--- src/rtl/hb_deadband.sv ---
module hb_deadband #(
  parameter int DW   = 7,
  parameter int TICK = 4
) (
  input  logic          clk,
  input  logic          rst_n,
  input  logic          en,
  input  logic          pwm_in,
  input  logic [DW-1:0] dly_cnt,
  output logic          drv_hi,
  output logic          drv_lo
);
  localparam int PW = (TICK > 2) ? $clog2(TICK) : 1;

  logic [PW-1:0] pre;
  logic [DW-1:0] rem;
  logic          pend, tgt, armed, pwm_q;

  wire evt  = en && (!armed || (pwm_in != pwm_q));
  wire tick = (pre == PW'(TICK - 1));

  always_ff @(posedge clk or negedge rst_n) begin
    if (!rst_n) begin
      pre <= '0; rem <= '0; pend <= 1'b0; tgt <= 1'b0;
      armed <= 1'b0; pwm_q <= 1'b0; drv_hi <= 1'b0; drv_lo <= 1'b0;
    end else if (!en) begin
      pre <= '0; pend <= 1'b0; armed <= 1'b0;
      pwm_q <= pwm_in; drv_hi <= 1'b0; drv_lo <= 1'b0;
    end else begin
      armed <= 1'b1;
      pwm_q <= pwm_in;
      if (evt) begin
        drv_hi <= 1'b0;
        drv_lo <= 1'b0;
        pend   <= 1'b1;
        tgt    <= pwm_in;
        rem    <= dly_cnt;
        pre    <= '0;
      end else begin
        pre <= tick ? '0 : pre + PW'(1);
        if (pend) begin
          if (rem == '0) begin
            pend   <= 1'b0;
            drv_hi <= tgt;
            drv_lo <= !tgt;
          end else if (tick) begin
            rem <= rem - DW'(1);
          end
        end
      end
    end
  end

  p_never_both_r7: assert property (@(posedge clk) disable iff (!rst_n)
    !(drv_hi && drv_lo));

  p_off_when_disabled_r1: assert property (@(posedge clk) disable iff (!rst_n)
    !en |=> (!drv_hi && !drv_lo));

  p_fast_off_r3: assert property (@(posedge clk) disable iff (!rst_n)
    (en && armed && pwm_in != pwm_q) |=> (!drv_hi && !drv_lo));

  p_hi_sense_r2: assert property (@(posedge clk) disable iff (!rst_n)
    $rose(drv_hi) |-> $past(pwm_in));

  p_lo_sense_r2: assert property (@(posedge clk) disable iff (!rst_n)
    $rose(drv_lo) |-> !$past(pwm_in));
endmodule

--- config.mk ---
export PLATFORM = sky130hd
export DESIGN_NAME = hb_deadband
export DESIGN_NICKNAME = d
export VERILOG_FILES = /design/src/rtl/hb_deadband.sv
export SDC_FILE = /design/constraint.sdc
export NUM_CORES = 1
export LEC_CHECK = 0
export BUFFER_PORTS_ARGS = -buffer_cell sky130_fd_sc_hd__buf_2
export CORE_MARGIN = 2
export CORE_UTILIZATION = 40
export CTS_CLUSTER_DIAMETER = 50
export DETAILED_ROUTE_END_ITERATION = 6
export PLACE_DENSITY = 0.61
export RECOVER_POWER = 25
export SLEW_MARGIN = 5
export SYNTH_ARGS = -nofsm -noshare
export SYNTH_HDL_FRONTEND = slang
export SYNTH_SLANG_ARGS = --single-unit
export TNS_END_PERCENT = 20
--- constraint.sdc ---
create_clock -name clk -period 2.4 [get_ports clk]
set_input_delay 0.12 -clock clk [delete_from_list [all_inputs] [get_ports clk]]
set_output_delay 0.12 -clock clk [all_outputs]
set_load 0.1 [all_outputs]
==> results.md, run 1 <==
* Violation count after the first detailed-routing iteration at 5
* Endpoints failing setup at 0
* FF-to-FF setup slack at around 0.58 ns
* CTS root buffer: clkbuf_4
* Share of cells above drive strength 1 at 0.223
* Total wire length at 1.40 mm
* Worst Path Required at 2.57 ns
* Clock buffer depth at 2
* First-pass GRT wire length at 2.42 mm
* Design area at 916 um^2
* Via count at 579
* Worst slew pin tran at 0.828 ns
* Post-layout nets at 109
* DP HPWL at approximately 1 mm
* ANT cells at 0
* Syn_nets at 91
* Clock power frac at 0.270
* Power per cell area at approximately 580 nW/um^2
* Crit. Startpoint: rem[0]$_DFFE_PN0P_
* CTS Buf Count at 3
* Core Box Area at 1780 um^2
* Chip height at slightly below 50 um
* Critical Path Sink: rem[1]$_DFFE_PN0P_
* TritonCTS clock tree: yes
* Max Cap Violations at 0
* GRT Residual Overflow at 0
* Period minus WS final at roughly 1.8 ns
* Seq/Total Area, Yosys at 0.482
* Netlist Area Pre-Place at 778 um^2
* Clk sink count at 15
* WL/cell at 11.8 um
* Worst VDD drop at between 0.3 and 0.4 mV
* Vias in the first global route at between 500 and 600
* Total global-route track usage at 0.151
* I/O Pins at 13
* Via-per-instance ratio at 4.87
* Placed Cells at ~110
* R2r endpoint: rem[1]$_DFFE_PN0P_
* Cells after synthesis at 77
* Pleak at 0.412 nW
* Startpoint types: flip-flop
* RSZ-0062 raised after global routing: false
* DRC at 0
* Relative slew slack at 0.448
* Setup CP Type: flip-flop to flip-flop
* Most common cell after layout, fill and taps aside: dfrtp_1
* Die X at 48.1 um
* Clock transition at path regs at 0.09 ns
* Post-Syn Area per Cell at 10.1 um^2
* Yosys warning count at 0
* Most frequent cells in the layout: dfrtp_1 (15), nor2_1 (11), buf_2 (11)
* Area delta synth->final at 17.7%
* Net Sw Power at 151 uW
* Number of I/O port buffers at 12
* CP max FO at 7
* Htree depth at 1
* Full die area at around 2300 um^2
* Clock Latency Late Sink at 0.28 ns
* Clk_skew at 0.00667 ns
* First-pass iteration count of the detailed router at 4
* Row count at 15
* Comb pwr share at 0.163
* Status: finished clean
* Post-CTS setup buffer count at 0
* Final non-filler cell total at 119
* Register share of total power at 0.566
* Area after DPL at 861 um^2
* Initial Util at 0.436
* Setup TNS at 0 ns
* Final Hold Fails at 0
* R2r startpoint: rem[0]$_DFFE_PN0P_
* Worst Setup End Kind: flip-flop
* Tcrit/Tclk final at 0.760
* Sw Share at 0.283
* Largest net degree at the start of global routing at 16
* Initial antenna violation count at 0
* RePlAce Congestion at 0.787
* Routed Antenna Nets at 0
* Internal at between 300 and 400 uW
* Reg2reg path depth at 6
* Slew Limit Fails at 0
* HP Class: primary input to flip-flop
* Crit path DAT at 2.00 ns
* Fmax at 548 MHz
* Seq cells post-synth at 15
* Count of different cell masters after synthesis at 26
==> through the flow <==
stage          hold WS (ns)  worst slack [ns]  total power [mW]   util
6_report             0.0632             0.575             0.534  0.514
5_1_grt              0.0708             0.387             0.564  0.514
4_1_cts              0.0596             0.558             0.541  0.514
3_5_place_dp         0.0508             0.586             0.392  0.483
3_3_place_gp         0.0463             0.698             0.389  0.483
2_1_floorplan        -0.176             0.768             0.363      -
==> cells by family after synthesis <==
group / after synthesis / share of synthesized area
compound gates: 15 / 0.125
fa+ha+maj: 3 / 0.0482
simple gates: 30 / 0.204
xor+xnor: 3 / 0.0338
buf+inv: 5 / 0.0257
mux: 6 / 0.0804
flops: 15 / 0.482
==> synthesized netlist by cell type (all sizes together) <==
library cell,instances,share of area
dfrtp,15,0.48
mux2,2,0.029
nor2,11,0.053
a211oi,2,0.019
a21oi,9,0.063
ha,3,0.048
nand4,3,0.024
nand2,6,0.029
or2,2,0.016
nor2b,1,0.0080
nor3,2,0.013
xnor2,3,0.034
buf,1,0.0064
a21bo,1,0.013
nor4,1,0.027
inv,3,0.014
clkbuf,1,0.0048
nand3,3,0.026
mux2i,4,0.051
o31a,1,0.013
and2,1,0.0080
o21ai,1,0.0064
a211o,1,0.011
==> sequential cells by signal, summed over array words and instances, names as in the netlist <==
| register | count |
|---|---|
| armed | 1 |
| drv_hi | 1 |
| drv_lo | 1 |
| pend | 1 |
| pre | 2 |
| pwm_q | 1 |
| rem | 7 |
| tgt | 1 |
==> critical path: stages, from the launching register on <==
cell	delay, ns
dfrtp_1	0.40
inv_1	0.09
ha_1	0.16
nor2b_1	0.43
a21oi_1	0.21
mux2i_1	0.16
mux2_2	0.26
==> power groups by stage <==
stage / registers (mW) / logic, mW / clock network, mW
6_report: 0.302 / 0.0872 / 0.144
5_1_grt: 0.307 / 0.101 / 0.156
2_1_floorplan: 0.302 / 0.0608 / 0
3_3_place_gp: 0.306 / 0.0823 / 0
4_1_cts: 0.302 / 0.0897 / 0.149
3_5_place_dp: 0.307 / 0.0855 / 0
==> worst min path at each step <==
stage | start | to | slack (ns) | cells after the start
2_1_floorplan | rst_n | armed$_DFF_PN0_ | -0.18 | 0
3_3_place_gp | rst_n | rem[4]$_DFFE_PN0P_ | 0.05 | 1
3_5_place_dp | rst_n | rem[4]$_DFFE_PN0P_ | 0.05 | 1
4_1_cts | dly_cnt[3] | rem[3]$_DFFE_PN0P_ | 0.06 | 3
5_1_grt | dly_cnt[3] | rem[3]$_DFFE_PN0P_ | 0.07 | 3
6_report | dly_cnt[3] | rem[3]$_DFFE_PN0P_ | 0.06 | 3
==> what timing repair did <==
item	4_1_cts	5_1_grt
resized for setup	0	0
endpoints found under the setup margin	0	0
hold endpoints to repair	17	0
hold buffers	3	0
==> area by class of cell <==
class / instances / area [um^2]
fill: 180 / 867
multi-input combinational: 57 / 383
sequential: 15 / 375
timing repair buffer: 15 / 88.8
tap: 25 / 31.3
clock buffer: 4 / 26.3
inverter: 3 / 11.3
==> routing by layer <==
layer	routed length, um	up-vias	track usage
met4	0	0	0.0486
li1	-	300	-
met3	56	0	0.0593
met1	715	266	0.210
met5	0	-	0
met2	628	13	0.216
Power figures use the tool's default switching activity.
==> run 2: changes to the inputs <==
--- a/config.mk
+++ b/config.mk
@@ -10,7 +10,7 @@
 export CORE_UTILIZATION = 40
 export CTS_CLUSTER_DIAMETER = 50
 export DETAILED_ROUTE_END_ITERATION = 6
-export PLACE_DENSITY = 0.61
+export PLACE_DENSITY = 0.63
 export RECOVER_POWER = 25
 export SLEW_MARGIN = 5
 export SYNTH_ARGS = -nofsm -noshare
==> constraint.sdc (replaced) <==
create_clock -name clk -period 1.5 [get_ports clk]
set_input_delay 0.075 -clock clk [delete_from_list [all_inputs] [get_ports clk]]
set_output_delay 0.075 -clock clk [all_outputs]
set_load 0.1 [all_outputs]
==> run 2 against run 1 <==
Compared with the run above:
- the run now ends with setup timing left
- final cell count up 8.4%
- setup slack worse by 0.58 ns
- count of clock-buffer cells in the layout unchanged
- register-to-register slack worse by 0.58 ns
- flip-flop and latch count unchanged
- global-route usage down 0.31 points
- largest cell class unchanged
- largest power group unchanged
- highest routed layer unchanged
==> results.md, run 2 (synthesized netlist as in run 1, its figures left out) <==
* First-pass iteration count of the detailed router at 2
* Post-Place Setup Slack at -0.0615 ns
* Fillers at 159
* Status: finished, violations left
* Full die area at 2310 um^2
* Number of I/O port buffers at 12
* Total power at slightly below 900 uW
* Placed Cells at 122
* Largest registers: rem: 7 flops, pre: 2 flops
* Register area at 375 um^2
* Relative slew slack at 0.467
* Total wire length at ~1.5 mm
* Vias in the first global route at 515
* Startpoint types: flip-flop
* Net Sw Power at between 200 and 300 uW
* Routed Antenna Nets at 0
* Worst slew pin tran at ~0.80 ns
* Slew Limit Fails at 0
* Hold slack at 0.0237 ns
* HP Class: primary input to flip-flop
* Endpoints failing setup at 1
* Most common cell after layout, fill and taps aside: dfrtp_1
* CP max FO at 4
* Largest Register: rem
* Die X at 48.1 um
* Power per cell area at about 900 nW/um^2
* Total global-route track usage at 0.148
* ANT cells at 0
* Row count at 15
* Final Hold Fails at 0
* Post-layout nets at 119
* Largest register FFs at 7
* Sw Share at 0.283
* Design area at 1010 um^2
* Worst VDD drop at 0.494 mV
* Internal at ~640 uW
* Crit path DAT at 1.73 ns
* Failing checks: setup timing
* Initial Util at 0.436
* Comb pwr share at 0.199
* Register share of total power at 0.543
* Chip height at 48.1 um
* CTS Buf Count at 3
* Core Box Area at 1780 um^2
* Final non-filler cell total at 129
* RePlAce Congestion at 0.785
* Period minus WS final at between 1.5 and 2 ns
* Violation count after the first detailed-routing iteration at 9
* DRC at 0
* Via-per-instance ratio at 4.69
* First-pass GRT wire length at 2.26 mm
* Largest net degree at the start of global routing at 16
* TritonCTS clock tree: yes
* Tcrit/Tclk final at 1.00
* Worst setup margin at -0.00585 ns
* Area after DPL at 936 um^2
* CTS root buffer: clkbuf_4
* Clock transition at path regs at 0.09 ns
* Max Cap Violations at 0
* Share of cells above drive strength 1 at 0.346
* RSZ-0062 raised after global routing: true
* Clk_skew at 0.000832 ns
* Clock buffer depth at 2
* Worst Setup End Kind: flip-flop
* Htree depth at 1
* GRT Residual Overflow at 0
* Clock power frac at 0.258
* DP HPWL at 1.11 mm
* Clk sink count at 15
* WL/cell at approximately 11 um
* Area delta synth->final at 30.4%
* Setup CP Type: flip-flop to flip-flop
* Most frequent cells in the layout: dfrtp_1 (15), nor2_1 (11), buf_2 (11)
* Area of the multi-input gates at 407 um^2
* Fmax at 664 MHz
* Via count at 605
* Initial antenna violation count at 0
* I/O Pins at 13
* Worst Path Required at ~1.7 ns
* Pleak at roughly 0.46 nW
* Clock Latency Late Sink at 0.28 ns
run 2: worst paths after layout:
| path | endpoint | from | slack, ns | depth (start not counted) |
|---|---|---|---|---|
| worst min-delay path | rem[1]$_DFFE_PN0P_ | dly_cnt[1] | 0.02 | 2 |
| worst max-delay path | rem[3]$_DFFE_PN0P_ | rem[1]$_DFFE_PN0P_ | -0.006 | 6 |
| worst max register to register | rem[3]$_DFFE_PN0P_ | rem[1]$_DFFE_PN0P_ | -0.006 | 6 |
| min in group asynchronous | rem[4]$_DFFE_PN0P_ | rst_n | 0.40 | 2 |
| max in group asynchronous | pend$_DFF_PN0_ | rst_n | 0.61 | 2 |
| worst min register to register | pre[0]$_DFF_PN0_ | pre[0]$_DFF_PN0_ | 0.45 | 1 |
run 2: repair_timing:
action | in CTS | in global routing
hold buffers | 3 | 0
resized for setup | 6 | 1
setup buffers | 0 | 0
setup endpoints to repair | 5 | 7
hold endpoints to repair | 17 | 0
pin swaps | 1 | 0
run 2: area by class of cell:
| class | count | area share |
|---|---|---|
| timing repair buffer | 25 | 0.162 |
| inverter | 3 | 0.0111 |
| tap | 25 | 0.0308 |
| clock buffer | 4 | 0.0259 |
| multi-input combinational | 57 | 0.401 |
| sequential | 15 | 0.370 |
run 2: critical path, stage by stage (launching register included):
cell,delay [ns]
dfrtp_1,0.37
inv_2,0.06
ha_4,0.15
nor2b_4,0.13
a211o_1,0.31
o31a_2,0.29
a21oi_2,0.13
run 2: layer usage:
| layer | wire (um) | vias up | GRT usage |
|---|---|---|---|
| li1 | - | 323 | - |
| met1 | 696 | 270 | 0.191 |
| met2 | 703 | 12 | 0.229 |
| met3 | 59 | 0 | 0.0667 |
| met4 | 0 | 0 | 0.0324 |
| met5 | 0 | - | 0 |
run 2: power groups by stage:
stage / sequential [mW] / clock, mW / combinational [mW]
2_1_floorplan: 0.483 / 0 / 0.0978
3_3_place_gp: 0.487 / 0 / 0.157
3_5_place_dp: 0.489 / 0 / 0.163
4_1_cts: 0.485 / 0.242 / 0.180
5_1_grt: 0.490 / 0.261 / 0.200
6_report: 0.484 / 0.230 / 0.177
run 2: stage by stage:
step           utilization  setup TNS (ns)
4_1_cts              0.568        -0.00470
6_report             0.569        -0.00585
2_1_floorplan            -          -0.172
3_5_place_dp         0.525          -0.152
5_1_grt              0.569          -0.266
3_3_place_gp         0.525               0
==> run 3: changes to the inputs <==
--- a/config.mk
+++ b/config.mk
@@ -7,11 +7,12 @@
 export LEC_CHECK = 0
 export BUFFER_PORTS_ARGS = -buffer_cell sky130_fd_sc_hd__buf_2
 export CORE_MARGIN = 2
-export CORE_UTILIZATION = 40
+export CORE_UTILIZATION = 47
 export CTS_CLUSTER_DIAMETER = 50
 export DETAILED_ROUTE_END_ITERATION = 6
-export PLACE_DENSITY = 0.63
+export PLACE_DENSITY = 0.72
 export RECOVER_POWER = 25
+export REMOVE_ABC_BUFFERS = 1
 export SLEW_MARGIN = 5
 export SYNTH_ARGS = -nofsm -noshare
 export SYNTH_HDL_FRONTEND = slang
==> run 3 against run 2 <==
Compared with the run above:
- the run now ends clean
- global-route usage increased by 1.5 points
- first-iteration DRC count increased by 44%
- worst hold slack got worse by 0.0034 ns
- die area decreased by 14%
- non-clock buffer count increased by 1
- critical path type unchanged
- clock power about the same
- maximum frequency increased by 0.42%
- sequential power decreased by 0.8%
- critical path depth decreased by 1
- utilization increased by 9.7 points
- flip-flop and latch count unchanged
- combinational power increased by 16%
==> results.md, run 3 (synthesized netlist as in run 1, its figures left out) <==
* Largest registers: rem: 7 flops, pre: 2 flops
* Final Hold Fails at 0
* Die X at 44.7 um
* ANT cells at 0
* Initial antenna violation count at 0
* Chip height at 44.7 um
* Largest register FFs at 7
* Clk sink count at 15
* Status: finished clean
* Reg2reg path depth at 5
* Full die area at 2000 um^2
* Post-layout nets at 120
* Placed Cells at 111
* Slowest-stage cell, CP: dfrtp_1
* Pleak at ~0.46 nW
* Area delta synth->final at 30.4%
* Via count at 626
* Hold slack at just over 0.02 ns
* Via-per-instance ratio at 5.17
* Cell family with most CP delay: simple AND/OR/NAND/NOR gates
* FF-to-FF setup slack at 0.0004 ns
* Relative slew slack at 0.447
* Final non-filler cell total at 121
* Htree depth at 1
* Vias in the first global route at between 500 and 600
* DP HPWL at 1.06 mm
* Crit. Startpoint: rem[5]$_DFFE_PN0P_
* Hold Path Origin: dly_cnt[1]
* TritonCTS clock tree: yes
* First-pass iteration count of the detailed router at 4
* Row count at 14
* CTS root buffer: clkbuf_4
* CP max stage delay at around 0.44 ns
* Total wire length at 1.50 mm
* Setup TNS at 0 ns
* DRC at 0
* Largest Register: rem
* Crit path buffers/inverters at 1
* Setup CP Type: flip-flop to flip-flop
* R2r endpoint: drv_lo$_DFFE_PN0P_
* Clock Latency Late Sink at about 0.28 ns
* Fillers at 124
* Core Box Area at around 1500 um^2
* Max Cap Violations at 0
* Most frequent cells in the layout: dfrtp_1 (15), nor2_1 (11), buf_2 (11), buf_4 (11), a21oi_1 (8)
* Crit path DAT at 1.70 ns
* RePlAce Congestion at between 0.7 and 0.8
* Fmax at ~670 MHz
* Most common cell after layout, fill and taps aside: dfrtp_1
* RSZ-0062 raised after global routing: true
* GRT Residual Overflow at 0
* Endpoints failing setup at 0
* Routed Antenna Nets at 0
* Hold path cells at 2
* Slew Limit Fails at 0
* Violation count after the first detailed-routing iteration at 13
* I/O Pins at 13
* Hold Path Sink: rem[1]$_DFFE_PN0P_
* CTS Buf Count at 3
* Period minus WS final at 1.50 ns
* Power per cell area at around 900 nW/um^2
* Initial Util at 0.511
* Largest net degree at the start of global routing at 16
* Worst VDD drop at 0.630 mV
* First-pass GRT wire length at 2.32 mm
* Share of cells above drive strength 1 at 0.362
* Worst Setup End Kind: flip-flop
* Total global-route track usage at 0.163
* Clock buffer depth at 2
* Worst setup margin at approximately 0.00042 ns
* Worst slew pin tran at between 0.8 and 0.9 ns
* Crit-path cells: nor4_4 -> buf_4 -> nand3_2 -> or2_0 -> a21oi_1
* Clock transition at path regs at 0.09 ns
* Clk_skew at 0.0110 ns
* Worst Path Required at 1.70 ns
* Total power at a little over 900 uW
* Tcrit/Tclk final at 1.00
* R2r startpoint: rem[5]$_DFFE_PN0P_
* Number of I/O port buffers at 12
* WL/cell at 12.4 um
* Startpoint types: flip-flop
* Post-Place Setup Slack at -0.00152 ns
* HP Class: primary input to flip-flop
* CP max FO at 5
## run 3: through the flow
step                      cell area, um^2  utilization
final                                1010        0.666
after detailed placement              910        0.597
after global placement                910        0.597
after CTS                             986        0.647
after global routing                 1010        0.666
after floorplan                       769            -
## run 3: metal layers
metal,part of all wire,track usage
met3,0.041,0.0360
met2,0.47,0.258
met1,0.48,0.215
met4,0.010,0.0727
met5,0,0
## run 3: cell type report
cell class,instances,area [um^2],area share
inverters,3,11.3,0.0111
clock buffers,4,26.3,0.0259
multi-input cells,57,410,0.404
well taps,16,20.0,0.0197
repair buffers,26,171,0.169
flip-flops and latches,15,375,0.370
## run 3: worst max path at each step
stage / slack, ns / endpoint / cells past startpoint
2_1_floorplan: -0.12 / rem[1]$_DFFE_PN0P_ / 6
3_3_place_gp: 0.02 / rem[4]$_DFFE_PN0P_ / 7
3_5_place_dp: -0.002 / rem[4]$_DFFE_PN0P_ / 7
4_1_cts: -0.02 / rem[3]$_DFFE_PN0P_ / 6
5_1_grt: -0.1 / rem[0]$_DFFE_PN0P_ / 5
6_report: 0.0004 / drv_lo$_DFFE_PN0P_ / 5
## run 3: what timing repair did
item | in CTS | in global routing
setup endpoints to repair | 3 | 9
pin swaps | 0 | 4
setup buffers | 2 | 1
hold buffers | 3 | 0
resized for setup | 1 | 7
endpoints found under the hold margin | 17 | 0
## run 3: where the power goes
group,leakage (nW),internal (mW),switching (mW)
Clock,0.0150,0.103,0.124
Sequential,0.180,0.442,0.0382
Combinational,0.268,0.110,0.0953
Total,0.463,0.655,0.257
